[config.mk]
export PLATFORM = sky130hd
export DESIGN_NAME = scsi_irq_aggregator
export DESIGN_NICKNAME = d
export VERILOG_FILES = /design/src/rtl/scsi_irq_pkg.sv /design/src/rtl/sirq_status_bank.sv /design/src/rtl/sirq_halt_ctrl.sv /design/src/rtl/sirq_summary.sv /design/src/rtl/scsi_irq_aggregator.sv
export SDC_FILE = /design/constraint.sdc
export NUM_CORES = 1
export LEC_CHECK = 0
export ABC_AREA = 1
export BUFFER_PORTS_ARGS = -buffer_cell sky130_fd_sc_hd__buf_2
export CORE_ASPECT_RATIO = 1.2
export CORE_UTILIZATION = 50
export CTS_BUF_LIST = sky130_fd_sc_hd__clkbuf_4
export DETAILED_ROUTE_END_ITERATION = 10
export GPL_ROUTABILITY_DRIVEN = 0
export PLACE_DENSITY = 0.81
export SLEW_MARGIN = 20
export SYNTH_ARGS = -nofsm -noshare
export SYNTH_HDL_FRONTEND = slang
export SYNTH_SLANG_ARGS = --single-unit
[constraint.sdc]
create_clock -name clk -period 1.9 [get_ports clk]
set_input_delay 0.38 -clock clk [delete_from_list [all_inputs] [get_ports clk]]
set_output_delay 0.38 -clock clk [all_outputs]
set_load 0.01 [all_outputs]
[src/rtl/scsi_irq_pkg.sv]
package scsi_irq_pkg;
  localparam int STAT_W   = 8;
  localparam int N_GROUPS = 3;
  localparam int G_DMA    = 0;
  localparam int G_SCSI0  = 1;
  localparam int G_SCSI1  = 2;

  localparam logic [STAT_W-1:0] SCSI0_SOFT    = 8'h70;
  localparam logic [STAT_W-1:0] SCSI1_SOFT    = 8'h03;
  localparam logic [STAT_W-1:0] SCSI1_SEL_TMO = 8'h04;

  localparam int SUM_DMA  = 0;
  localparam int SUM_SCSI = 1;
  localparam int SUM_SW   = 2;

  typedef logic [STAT_W-1:0] stat_t;
endpackage

[src/rtl/sirq_status_bank.sv]
module sirq_status_bank #(
  parameter int W  = 8,
  parameter int NG = 3
) (
  input  logic                 clk,
  input  logic                 rst,
  input  logic [NG-1:0]        evt_valid,
  input  logic [NG-1:0][W-1:0] evt_bits,
  input  logic [NG-1:0]        clr,
  input  logic [NG-1:0]        en_we,
  input  logic [W-1:0]         en_wdata,
  output logic [NG-1:0][W-1:0] stat_q,
  output logic [NG-1:0][W-1:0] en_q,
  output logic [NG-1:0][W-1:0] stat_nx,
  output logic [NG-1:0][W-1:0] en_nx
);
  for (genvar g = 0; g < NG; g++) begin : g_grp
    logic [W-1:0] kept;
    logic [W-1:0] incoming;

    always_comb begin
      kept       = clr[g] ? '0 : stat_q[g];
      incoming   = evt_valid[g] ? evt_bits[g] : '0;
      stat_nx[g] = kept | incoming;
      en_nx[g]   = en_we[g] ? en_wdata : en_q[g];
    end

    always_ff @(posedge clk) begin
      if (rst) begin
        stat_q[g] <= '0;
        en_q[g]   <= '0;
      end else begin
        stat_q[g] <= stat_nx[g];
        en_q[g]   <= en_nx[g];
      end
    end
  end
endmodule

[src/rtl/sirq_halt_ctrl.sv]
module sirq_halt_ctrl
  import scsi_irq_pkg::*;
#(
  parameter int W = STAT_W
) (
  input  logic         clk,
  input  logic         rst,
  input  logic         dma_evt,
  input  logic         scsi_evt,
  input  logic [W-1:0] s0_nx,
  input  logic [W-1:0] s1_nx,
  input  logic [W-1:0] e0_nx,
  input  logic [W-1:0] e1_nx,
  input  logic         start,
  output logic         run_q
);
  logic [W-1:0] mask0;
  logic [W-1:0] mask1;
  logic         scsi_halt;
  logic         halt;

  always_comb begin
    mask0     = e0_nx | ~W'(SCSI0_SOFT);
    mask1     = (e1_nx | ~W'(SCSI1_SOFT)) & ~W'(SCSI1_SEL_TMO);
    scsi_halt = scsi_evt && (((s0_nx & mask0) != '0) || ((s1_nx & mask1) != '0));
    halt      = dma_evt || scsi_halt;
  end

  always_ff @(posedge clk) begin
    if (rst)        run_q <= 1'b0;
    else if (halt)  run_q <= 1'b0;
    else if (start) run_q <= 1'b1;
  end
endmodule

[src/rtl/sirq_summary.sv]
module sirq_summary
  import scsi_irq_pkg::*;
#(
  parameter int W  = STAT_W,
  parameter int NG = N_GROUPS
) (
  input  logic                 clk,
  input  logic                 rst,
  input  logic [NG-1:0][W-1:0] stat_nx,
  input  logic [NG-1:0][W-1:0] en_nx,
  input  logic                 sw_int,
  output logic [W-1:0]         summary_q,
  output logic                 irq_q
);
  logic [NG-1:0] grp_hit;
  logic [W-1:0]  sum_nx;

  for (genvar g = 0; g < NG; g++) begin : g_hit
    assign grp_hit[g] = |(stat_nx[g] & en_nx[g]);
  end

  always_comb begin
    sum_nx           = '0;
    sum_nx[SUM_DMA]  = |stat_nx[G_DMA];
    sum_nx[SUM_SCSI] = (|stat_nx[G_SCSI0]) | (|stat_nx[G_SCSI1]);
    sum_nx[SUM_SW]   = sw_int;
  end

  always_ff @(posedge clk) begin
    if (rst) begin
      summary_q <= '0;
      irq_q     <= 1'b0;
    end else begin
      summary_q <= sum_nx;
      irq_q     <= (|grp_hit) | sw_int;
    end
  end
endmodule

[src/rtl/scsi_irq_aggregator.sv]
module scsi_irq_aggregator
  import scsi_irq_pkg::*;
#(
  parameter int W = STAT_W
) (
  input  logic         clk,
  input  logic         rst,
  input  logic         dma_evt_valid,
  input  logic [W-1:0] dma_evt_bits,
  input  logic         scsi_evt_valid,
  input  logic [W-1:0] scsi_evt0_bits,
  input  logic [W-1:0] scsi_evt1_bits,
  input  logic         dma_clr,
  input  logic         scsi0_clr,
  input  logic         scsi1_clr,
  input  logic         dma_en_we,
  input  logic         scsi0_en_we,
  input  logic         scsi1_en_we,
  input  logic [W-1:0] en_wdata,
  input  logic         sw_int,
  input  logic         run_start,
  output logic         irq,
  output logic         script_run,
  output logic [W-1:0] summary,
  output logic [W-1:0] dma_stat,
  output logic [W-1:0] scsi_stat0,
  output logic [W-1:0] scsi_stat1,
  output logic [W-1:0] dma_en,
  output logic [W-1:0] scsi_en0,
  output logic [W-1:0] scsi_en1
);
  localparam int NG = N_GROUPS;

  logic [NG-1:0]        evt_valid;
  logic [NG-1:0][W-1:0] evt_bits;
  logic [NG-1:0]        clr;
  logic [NG-1:0]        en_we;
  logic [NG-1:0][W-1:0] stat_q;
  logic [NG-1:0][W-1:0] en_q;
  logic [NG-1:0][W-1:0] stat_nx;
  logic [NG-1:0][W-1:0] en_nx;

  always_comb begin
    evt_valid         = {scsi_evt_valid, scsi_evt_valid, dma_evt_valid};
    evt_bits[G_DMA]   = dma_evt_bits;
    evt_bits[G_SCSI0] = scsi_evt0_bits;
    evt_bits[G_SCSI1] = scsi_evt1_bits;
    clr               = {scsi1_clr, scsi0_clr, dma_clr};
    en_we             = {scsi1_en_we, scsi0_en_we, dma_en_we};
  end

  sirq_status_bank #(.W(W), .NG(NG)) u_bank (
    .clk(clk), .rst(rst), .evt_valid(evt_valid), .evt_bits(evt_bits),
    .clr(clr), .en_we(en_we), .en_wdata(en_wdata),
    .stat_q(stat_q), .en_q(en_q), .stat_nx(stat_nx), .en_nx(en_nx)
  );

  sirq_halt_ctrl #(.W(W)) u_halt (
    .clk(clk), .rst(rst), .dma_evt(dma_evt_valid), .scsi_evt(scsi_evt_valid),
    .s0_nx(stat_nx[G_SCSI0]), .s1_nx(stat_nx[G_SCSI1]),
    .e0_nx(en_nx[G_SCSI0]), .e1_nx(en_nx[G_SCSI1]),
    .start(run_start), .run_q(script_run)
  );

  sirq_summary #(.W(W), .NG(NG)) u_sum (
    .clk(clk), .rst(rst), .stat_nx(stat_nx), .en_nx(en_nx),
    .sw_int(sw_int), .summary_q(summary), .irq_q(irq)
  );

  assign dma_stat   = stat_q[G_DMA];
  assign scsi_stat0 = stat_q[G_SCSI0];
  assign scsi_stat1 = stat_q[G_SCSI1];
  assign dma_en     = en_q[G_DMA];
  assign scsi_en0   = en_q[G_SCSI0];
  assign scsi_en1   = en_q[G_SCSI1];
endmodule

; Word level (Yosys, flattened, before mapping)
; Cells that the tools add are included.
[op_classes]
n_addsub = 0
mul = 0
n_div = 0
n_lt_le_gt_ge = 0
n_eq_ne = 0
shift = 0
muxes = 9
bitwise_logic = 10
reduce_logical = 10
[ops]
columns = cell, n
row1 = two-way mux 8 bit, 9
row2 = AND 8 bit, 5
row3 = OR 8 bit, 3
row4 = OR reduction 24 bit, 1
row5 = OR reduction 8 bit, 3
row6 = nonzero test 8 bit, 2
row7 = logical OR 1 bit, 2
row8 = OR 1 bit, 2
row9 = OR reduction 2 bit, 1
row10 = logical AND 1 bit, 1
[word_totals]
regBits = 58
latchBits = 0
mem_bits_rw = 0
rom_bits = 0
output_inout_bits = 58
elab_cells = 39
memories = 0

; Depth between registers and ports, before layout
; Gate-level depths: netlist (run 1).
[logic_depth]
depth_word = 8
depth_mapped = 10
depth_no_buf = 9

; By module
; Synthesis (run 1) repeated with hierarchy kept, for this count alone.
[unflattened]
hier_cells = 356
area_unflattened_um2 = 2443.6
[by_module_without_submodules]
columns = mod, n_inst, cells_per_inst, area_per_inst_um2
row1 = sirq_status_bank, 1, 257, 1939.4
row2 = sirq_summary, 1, 77, 395.4
row3 = sirq_halt_ctrl, 1, 22, 108.9

; Least setup slack after synthesis (run 1)
; No wires, ideal clock.
[synth_timing]
kind = input-to-reg
startpoint = in scsi_evt_valid
endpoint = reg u_sum.irq_q
setup_ns = 0.132
t_arrival_ns = 1.115
required_ns = 1.768
setup_slack_ns = 0.652
path_stages = 10
path_buffers = 2
cell_sequence = buf_6 -> buf_12 -> nand2_1 -> nand2_1 -> nand2_1 -> nand2_1 -> nor2_1 -> nand2_1 -> nor2_1 -> a21oi_1
[synth_between]
elab_chain_len = 5
word_cells_on_any_way = 8
classes_between = mux (2) / bitwise (5) / reduce/logical (1)
[synth_lines]
columns = item, line
row1 = from (decl), scsi_irq_aggregator.sv:10  ; input logic scsi_evt_valid,
row2 = two-way mux 8 bit, sirq_status_bank.sv:23  ; incoming = evt_valid[g] ? evt_bits[g] : '0;
row3 = OR 8 bit, sirq_status_bank.sv:24  ; stat_nx[g] = kept | incoming;
row4 = AND 8 bit, sirq_summary.sv:19  ; assign grp_hit[g] = |(stat_nx[g] & en_nx[g]);
row5 = OR reduction 24 bit *, sirq_summary.sv:35  ; irq_q <= (|grp_hit) | sw_int;
row6 = OR 1 bit *, sirq_summary.sv:35
row7 = to (signal assigned), sirq_summary.sv:35
row8 = to (decl), sirq_summary.sv:13  ; output logic irq_q
; Mark *: on every way between the ends. The rest lies on a longest branch, timed or not.
; A chain may end at the register's enable or synchronous reset.

; Worst setup path in the final report (run 1)
[layout_timing]
startpoint = reg u_bank.en_q[16] (netlist bit)
endpoint = out scsi_en1[0]
[layout_rtl]
columns = item, line
row1 = from (decl), sirq_status_bank.sv:13  ; output logic [NG-1:0][W-1:0] en_q,
row2 = "from (signal, indexed assignment)", sirq_status_bank.sv:34  ; en_q[g] <= en_nx[g];
row3 = to (decl), scsi_irq_aggregator.sv:30  ; output logic [W-1:0] scsi_en1
; No word-level cell between the ends.

==> results of run 1 <==
==> cell type report <==
cell class                      count  area (um2)
Sequential cell                    53        1060
Inverter                           41         154
Clock buffer                        5        37.5
Tap cell                           58        72.6
Clock inverter                      3        21.3
Multi-Input combinational cell    254        1040
Timing Repair Buffer               98         495
Fill cell                         451        1680
==> metrics by stage <==
step,setup slack [ns],power [mW],instance area (um2),hold WS (ns)
after global placement,0.435,1.63,2830,0.467
after CTS,0.593,2.14,2880,0.203
after floorplan,0.652,1.48,2380,0.487
after detailed placement,0.408,1.63,2830,0.475
final,0.602,2.13,2880,0.212
after global routing,0.555,2.23,2880,0.196
==> state kept, by name, indices dropped and copies added, names as in the netlist <==
signal and count:
u_bank.en_q 24, u_bank.stat_q 24, u_halt.run_q 1, u_sum.irq_q 1, u_sum.summary_q 3
==> cell families (layout without fill, tap and decap cells) <==
| family | after synthesis | in the layout | synth area share |
|---|---|---|---|
| compound gates | 44 | 44 | 0.0932 |
| other cells | 1 | 5 | 0.00159 |
| buf+inv | 58 | 147 | 0.116 |
| simple gates | 205 | 205 | 0.340 |
| flops | 53 | 53 | 0.449 |
==> per-layer routing <==
| metal | up-vias | GRT usage | wire length, um |
|---|---|---|---|
| met3 | 5 | 0.0610 | 442 |
| met5 | - | 0 | 0 |
| met1 | 1080 | 0.292 | 2540 |
| li1 | 1263 | - | - |
| met2 | 90 | 0.410 | 2980 |
| met4 | 0 | 0.0711 | 51 |
==> power by group through the flow <==
stage          combinational, mW  clock, mW  sequential (mW)
2_1_floorplan              0.229          0             1.26
3_3_place_gp               0.399          0             1.23
3_5_place_dp               0.407          0             1.23
4_1_cts                    0.409      0.526             1.20
5_1_grt                    0.456      0.561             1.21
6_report                   0.408      0.516             1.20
==> path summary, 6_finish.rpt <==
path                          from                 end  cells after the start  slack (ns)
setup / recovery   u_bank.en_q[16]         scsi_en1[0]                      1        0.60
hold / removal              sw_int  u_sum.summary_q[2]                      3        0.21
setup reg to reg   u_bank.en_q[14]         u_sum.irq_q                      6        0.74
hold reg to reg   u_bank.stat_q[4]    u_bank.stat_q[4]                      2        0.49
==> layout by cell type (no fill, tap or decap) <==
cell type,Yosys,routed
inv_6,0,1
clkinvlp_4,0,1
nand4_1,2,2
buf_2,2,96
conb_1,1,5
a21oi_1,33,33
o21ai_0,11,11
inv_1,41,41
buf_4,6,2
nand2_4,1,1
nand2_1,160,160
clkbuf_4,0,5
clkinv_2,0,1
nor2_1,32,32
nor2_2,2,2
nor4_1,2,2
nand2_2,3,3
dfxtp_1,53,53
nand3_1,3,3
==> flow_summary.rst, run 1 <==
.. list-table::
   :header-rows: 1

   * - Metric
     - Value
   * - Net switching power figure
     - roughly 0.65 mW
   * - Layout cells sized above 1
     - 0.247
   * - Synthesized cell area
     - 2360 um2
   * - Crit end category
     - primary output
   * - Synthesized flop and latch total
     - between 50 and 60
   * - CP startpoint kind
     - flip-flop
   * - Standard-cell rows
     - 27
   * - Number of different library cells in the post-synthesis netlist
     - 18
   * - Final count of hold timing violations
     - 0
   * - Required time at the endpoint of the critical path
     - 1.52 ns
   * - Fraction of power consumed by the clock network
     - 0.243
   * - Top achievable clock speed
     - 771 MHz
   * - Maximum ir drop on the vdd rail
     - 0.457 mV
   * - Outcome
     - finished, final reports clean
   * - Ys async rst share
     - 0
   * - Die area
     - 5000 um2
   * - I/O pins
     - 102
   * - Switching power as a share of total power
     - 0.307
   * - Starting density of the core
     - 0.518
   * - Wirelength per Cell
     - 11.7 um
   * - Sequential group share of total power
     - 0.566
   * - Top-count cell post-synth
     - nand2_1
   * - Number of buffers created by CTS
     - 5
   * - Number of DRC markers in iteration 0
     - 139
   * - Share of Yosys cell area claimed by the top area cell type
     - 0.449
   * - Number of max-cap violations
     - 0
   * - Synth cell count leaders
     - nand2_1 (160), dfxtp_1 (53), inv_1 (41), a21oi_1 (33), nor2_1 (32)
   * - Leftover overflow at the end of global routing
     - 0
   * - Period utilization
     - 0.683
   * - Initial antenna violation count
     - 0
   * - Library cell contributing the largest single delay on the critical path
     - dfxtp_1
   * - Worst-skew pair later-pin latency
     - about 0.38 ns
   * - Total global routing track utilization
     - 0.241
   * - RSZ-0062 raised after global routing
     - false
   * - Number of post-CTS setup repair buffers
     - 0
   * - Total half-perimeter wirelength after legalization and detailed placement
     - 4780 um
   * - Internal Pwr Total
     - 1.47 mW
   * - Diode insertion count for antenna repair
     - 0
   * - Accumulated negative setup slack
     - 0 ns
   * - Post-synth top flop
     - dfxtp_1
   * - Final Core Density
     - 0.632
   * - Critical path arrival
     - 0.92 ns
   * - Nets@finish
     - around 500
   * - # H-tree levels
     - 2
   * - Die width
     - approximately 65 um
   * - Final period demand of the worst path
     - 1.30 ns
   * - Clock Sink Count
     - 53
   * - Clock tree root buffer cell
     - clkbuf_4
   * - Yosys warning count
     - 0
   * - CORE AREA
     - 4560 um2
   * - Pin count of the biggest net entering global routing
     - 24
   * - Crit path buffers/inverters
     - 1
   * - Sequential area share after synthesis
     - 0.449
   * - Number of placed instances, taps included
     - about 500
   * - Number of flops mapped to enable cells by yosys
     - 0
   * - TritonCTS clock tree
     - yes
   * - Post-detailed-route via-to-cell ratio
     - 4.76
   * - Start-to-end type of the worst setup path
     - reg -> out
   * - Crit-path leading delay family
     - flip-flops
   * - DRT Pass-1 Iters
     - 5
   * - Port Buf Inserts
     - 96
   * - Vertical extent of the die
     - between 70 and 80 um
   * - Final Slew Violations
     - 0
   * - Clock slew seen by the registers of the worst setup and hold paths
     - 0.17 ns
   * - Combinational power share
     - 0.192
   * - Power per Cell Area
     - between 700 and 800 nW/um2
   * - Detailed-route wire length
     - 6020 um
   * - Top post-synthesis cells by area
     - dfxtp_1 (45%), nand2_1 (25%), a21oi_1 (7.0%)
   * - Final number of setup-violating endpoints
     - 0
   * - Post_cts resized
     - 0
   * - Maximum root-to-sink buffer count
     - 2
   * - Mean instance size in the synthesized netlist
     - between 6 and 7 um2
   * - Vias in the first global route
     - 2,105
   * - Number of hold-repair buffers added at the cts stage
     - 0
   * - Sequence of cells on the critical path
     - buf_2
   * - Class of the tightest hold or removal check
     - in -> reg
   * - Worst stage delay on the critical path
     - just under 0.4 ns
   * - Growth of design area from synthesis to finish
     - 22.1%
   * - Leading area contributor after synthesis
     - dfxtp_1
   * - Clock skew after layout
     - between 0.015 and 0.02 ns
   * - Synthesized instance count
     - 361
   * - DR DRC count
     - 0
   * - Non-filler cells, final
     - between 500 and 600
   * - Count of nets left with antenna violations after detail routing
     - 0
   * - Static Leak
     - 1.67 nW
   * - Global-route wire length before repair
     - approximately 9200 um
   * - Vias
     - 2,438
   * - Biggest fanout along the worst timing path
     - 2
Power figures use the tool's default switching activity.
==> inputs of run 2 (changes only) <==
--- a/config.mk
+++ b/config.mk
@@ -5,14 +5,14 @@
 export SDC_FILE = /design/constraint.sdc
 export NUM_CORES = 1
 export LEC_CHECK = 0
-export ABC_AREA = 1
+export ABC_AREA = 0
 export BUFFER_PORTS_ARGS = -buffer_cell sky130_fd_sc_hd__buf_2
 export CORE_ASPECT_RATIO = 1.2
-export CORE_UTILIZATION = 50
+export CORE_UTILIZATION = 47
 export CTS_BUF_LIST = sky130_fd_sc_hd__clkbuf_4
 export DETAILED_ROUTE_END_ITERATION = 10
 export GPL_ROUTABILITY_DRIVEN = 0
-export PLACE_DENSITY = 0.81
+export PLACE_DENSITY = 0.8
 export SLEW_MARGIN = 20
 export SYNTH_ARGS = -nofsm -noshare
 export SYNTH_HDL_FRONTEND = slang
==> constraint.sdc (replaced) <==
create_clock -name clk -period 1.2 [get_ports clk]
set_input_delay 0.24 -clock clk [delete_from_list [all_inputs] [get_ports clk]]
set_output_delay 0.24 -clock clk [all_outputs]
set_load 0.01 [all_outputs]
==> run 2 against run 1 <==
Effect of this change:
- the run now ends with setup timing left
- total power up 81%
- worst setup slack lost 0.90 ns
- combinational power grew 130%
- non-clock buffer count up 73
- routed wire length increased by 9.7%
- register-to-register slack worse by 1.0 ns
- global-route usage grew 4.6 points
- critical endpoint is now u_sum.irq_q
==> flow_summary.rst, run 2 <==
.. list-table::
   :header-rows: 1

   * - Metric
     - Value
   * - Outcome
     - finished with violations
   * - Violated checks
     - setup timing
   * - Power per Cell Area
     - 1150 nW/um2
   * - Worst setup path endpoint
     - u_sum.irq_q
   * - Clock tree root buffer cell
     - clkbuf_4
   * - Growth of design area from synthesis to finish
     - 63.5%
   * - Top post-synthesis cells by area
     - dfxtp_1 (52%), mux2i_1 (12%), nor2_1 (10%)
   * - Post-detailed-route via-to-cell ratio
     - 5.13
   * - CP startpoint kind
     - flip-flop
   * - Port Buf Inserts
     - 96
   * - Nets@finish
     - 414
   * - Launching element of the worst setup path
     - u_bank.stat_q[18]
   * - Setup slack after layout
     - -0.296 ns
   * - Ys async rst share
     - 0
   * - Start-to-end type of the worst setup path
     - reg -> reg
   * - Critical path arrival
     - between 1.5 and 2 ns
   * - Worst stage delay on the critical path
     - 0.51 ns
   * - Most used cells in the layout excluding fill and tap cells
     - buf_2 (85), buf_4 (63), nor2_1 (55), dfxtp_1 (38), mux2i_1 (23)
   * - CORE AREA
     - about 4200 um2
   * - Reg-to-reg startpoint
     - u_bank.stat_q[18]
   * - Vias in the first global route
     - 2,166
   * - Wirelength per Cell
     - roughly 15 um
   * - Post-synth top flop
     - dfxtp_1
   * - TritonCTS clock tree
     - yes
   * - Setup slack of the worst register-to-register path
     - -0.30 ns
   * - Number of flops mapped to enable cells by yosys
     - 0
   * - Commonest non-fill, non-tap cell in the layout
     - buf_2
   * - Total half-perimeter wirelength after legalization and detailed placement
     - 4960 um
   * - Top-count cell post-synth
     - nor2_1
   * - Period utilization
     - 1.25
   * - Biggest fanout along the worst timing path
     - 2
   * - Diode insertion count for antenna repair
     - 0
   * - Clock slew seen by the registers of the worst setup and hold paths
     - 0.16 ns
   * - Layout cells sized above 1
     - 0.590
   * - Maximum ir drop on the vdd rail
     - ~0.95 mV
   * - RSZ-0062 raised after global routing
     - true
   * - Vias
     - 2,189
   * - Final Slew Violations
     - 0
   * - DR DRC count
     - 0
   * - I/O pins
     - between 100 and 150
   * - Starting density of the core
     - 0.486
   * - Synth Area in XOR/XNOR
     - 0
   * - Detailed-route wire length
     - 6600 um
   * - Standard-cell rows
     - 26
   * - Synthesized instance count
     - 205
   * - Mean instance size in the synthesized netlist
     - 10.0 um2
   * - Pin count of the biggest net entering global routing
     - 17
   * - Share of Yosys cell area claimed by the top area cell type
     - 0.516
   * - Yosys warning count
     - 0
   * - Vertical extent of the die
     - 74.4 um
   * - Count of nets left with antenna violations after detail routing
     - 0
   * - Clock skew after layout
     - 0.0107 ns
   * - Synth cell count leaders
     - nor2_1 (55), dfxtp_1 (53), mux2i_1 (24), a22oi_1 (15), o22ai_1 (11)
   * - Top achievable clock speed
     - 669 MHz
   * - Post-Synth Adder-Cell Area
     - 0
   * - Required time at the endpoint of the critical path
     - approximately 1.5 ns
   * - Critical Path Stages
     - 5
   * - Sequential area share after synthesis
     - 0.516
   * - Simple-gate area share of the yosys netlist
     - 0.149
   * - Crit end category
     - flip-flop
   * - # H-tree levels
     - 2
   * - Worst-case setup slack after placement
     - -0.470 ns
   * - Synthesized cell area
     - a little over 2000 um2
   * - Leading area contributor after synthesis
     - dfxtp_1
   * - Static Leak
     - 1.70 nW
   * - Hold WS
     - 0.105 ns
   * - Worst Reg2Reg Path Length in Cells
     - 5
   * - Final count of hold timing violations
     - 0
   * - Terminus of the critical flop-to-flop path
     - u_sum.irq_q
   * - Sequence of cells on the critical path
     - a22oi_2, o22ai_1, or4_1, nor2_1, a31oi_1
   * - Number of DRC markers in iteration 0
     - 106
   * - Die width
     - 62.4 um
   * - Largest registers ranked by flip-flop count
     - u_bank.en_q (24), u_bank.stat_q (24), u_sum.summary_q (3)
   * - Leftover overflow at the end of global routing
     - 0
   * - Complex-gate fraction of the synthesized area
     - 0.156
   * - Crit-path leading delay family
     - simple AND/OR/NAND/NOR gates
   * - Clock Sink Count
     - 53
   * - Final period demand of the worst path
     - 1.50 ns
   * - Worst-skew pair later-pin latency
     - 0.38 ns
   * - Total global routing track utilization
     - 0.286
   * - Die area
     - 4640 um2
   * - Filler cell count
     - 266
   * - Number of max-cap violations
     - 0
   * - Initial antenna violation count
     - 0
   * - Crit path buffers/inverters
     - 0
   * - Dominant combinational cell family by area after synthesis
     - compound AO/OA/AOI/OAI gates
   * - Synthesized flop and latch total
     - 53
   * - Proportion of synthesized area in mux cells
     - 0.117
   * - Number of different library cells in the post-synthesis netlist
     - 27
   * - Global-route wire length before repair
     - 10,100 um
   * - Library cell contributing the largest single delay on the critical path
     - or4_1
   * - DRT Pass-1 Iters
     - 5
   * - Maximum root-to-sink buffer count
     - 2
   * - Number of buffers created by CTS
     - 5
   * - Final number of setup-violating endpoints
     - 5
   * - Class of the tightest hold or removal check
     - in -> reg
-- run 2: kinds of logic after synthesis --
group / Yosys count
DFF: 53
other: 1
and+or+nand+nor: 69
muxes: 24
AOI/OAI and AO/OA: 38
buffers and inverters: 20
-- run 2: repair_timing --
| item | 4_1_cts | 5_1_grt |
|---|---|---|
| pin swaps | 10 | 1 |
| resized for setup | 43 | 9 |
| hold buffers | 0 | 0 |
| buffers inserted | 2 | 4 |
| setup endpoints to repair | 14 | 16 |
-- run 2: stage by stage --
| stage | TNS, ns | instance area, um2 | cells | utilization | total power [mW] |
|---|---|---|---|---|---|
| after detailed placement | -1.56 | 3100 | 419 | 0.732 | 2.79 |
| after global placement | -1.43 | 3100 | 419 | 0.732 | 2.77 |
| after floorplan | -0.755 | 2100 | 209 | - | 2.33 |
| after CTS | -0.715 | 3340 | 427 | 0.790 | 3.83 |
| after global routing | -1.25 | 3360 | 427 | 0.795 | 3.99 |
| final | -0.744 | 3360 | 427 | 0.795 | 3.85 |
-- run 2: layer usage --
layer	global-route usage	share of wire	vias up
li1	-	-	1041
met1	0.303	0.39	1045
met2	0.548	0.53	87
met3	0.0690	0.063	16
met4	0.121	0.025	0
met5	0	0	-
-- run 2: power by group --
group	internal, mW	leakage, nW	switching, mW
logic	0.489	1.22	0.433
clock network	0.432	0.0389	0.566
registers	1.87	0.443	0.0631
total	2.79	1.70	1.06
-- run 2: worst min path at each step --
stage / startpoint / cells after the start / slack [ns] / to
after global routing: sw_int / 2 / 0.09 / u_sum.summary_q[2]
after floorplan: sw_int / 1 / 0.37 / u_sum.summary_q[2]
after CTS: sw_int / 2 / 0.1 / u_sum.summary_q[2]
after global placement: u_bank.en_q[12] / 2 / 0.50 / u_bank.en_q[12]
final: sw_int / 2 / 0.10 / u_sum.summary_q[2]
after detailed placement: sw_int / 2 / 0.50 / u_sum.summary_q[2]
-- run 2: area by class of cell --
type | count | area (um2) | share of cell area
Clock buffer | 5 | 37.5 | 0.0112
Clock inverter | 3 | 41.3 | 0.0123
Inverter | 3 | 11.3 | 0.00335
Tap cell | 56 | 70.1 | 0.0208
Multi-Input combinational cell | 136 | 956 | 0.284
Sequential cell | 53 | 1080 | 0.321
Timing Repair Buffer | 171 | 1170 | 0.347
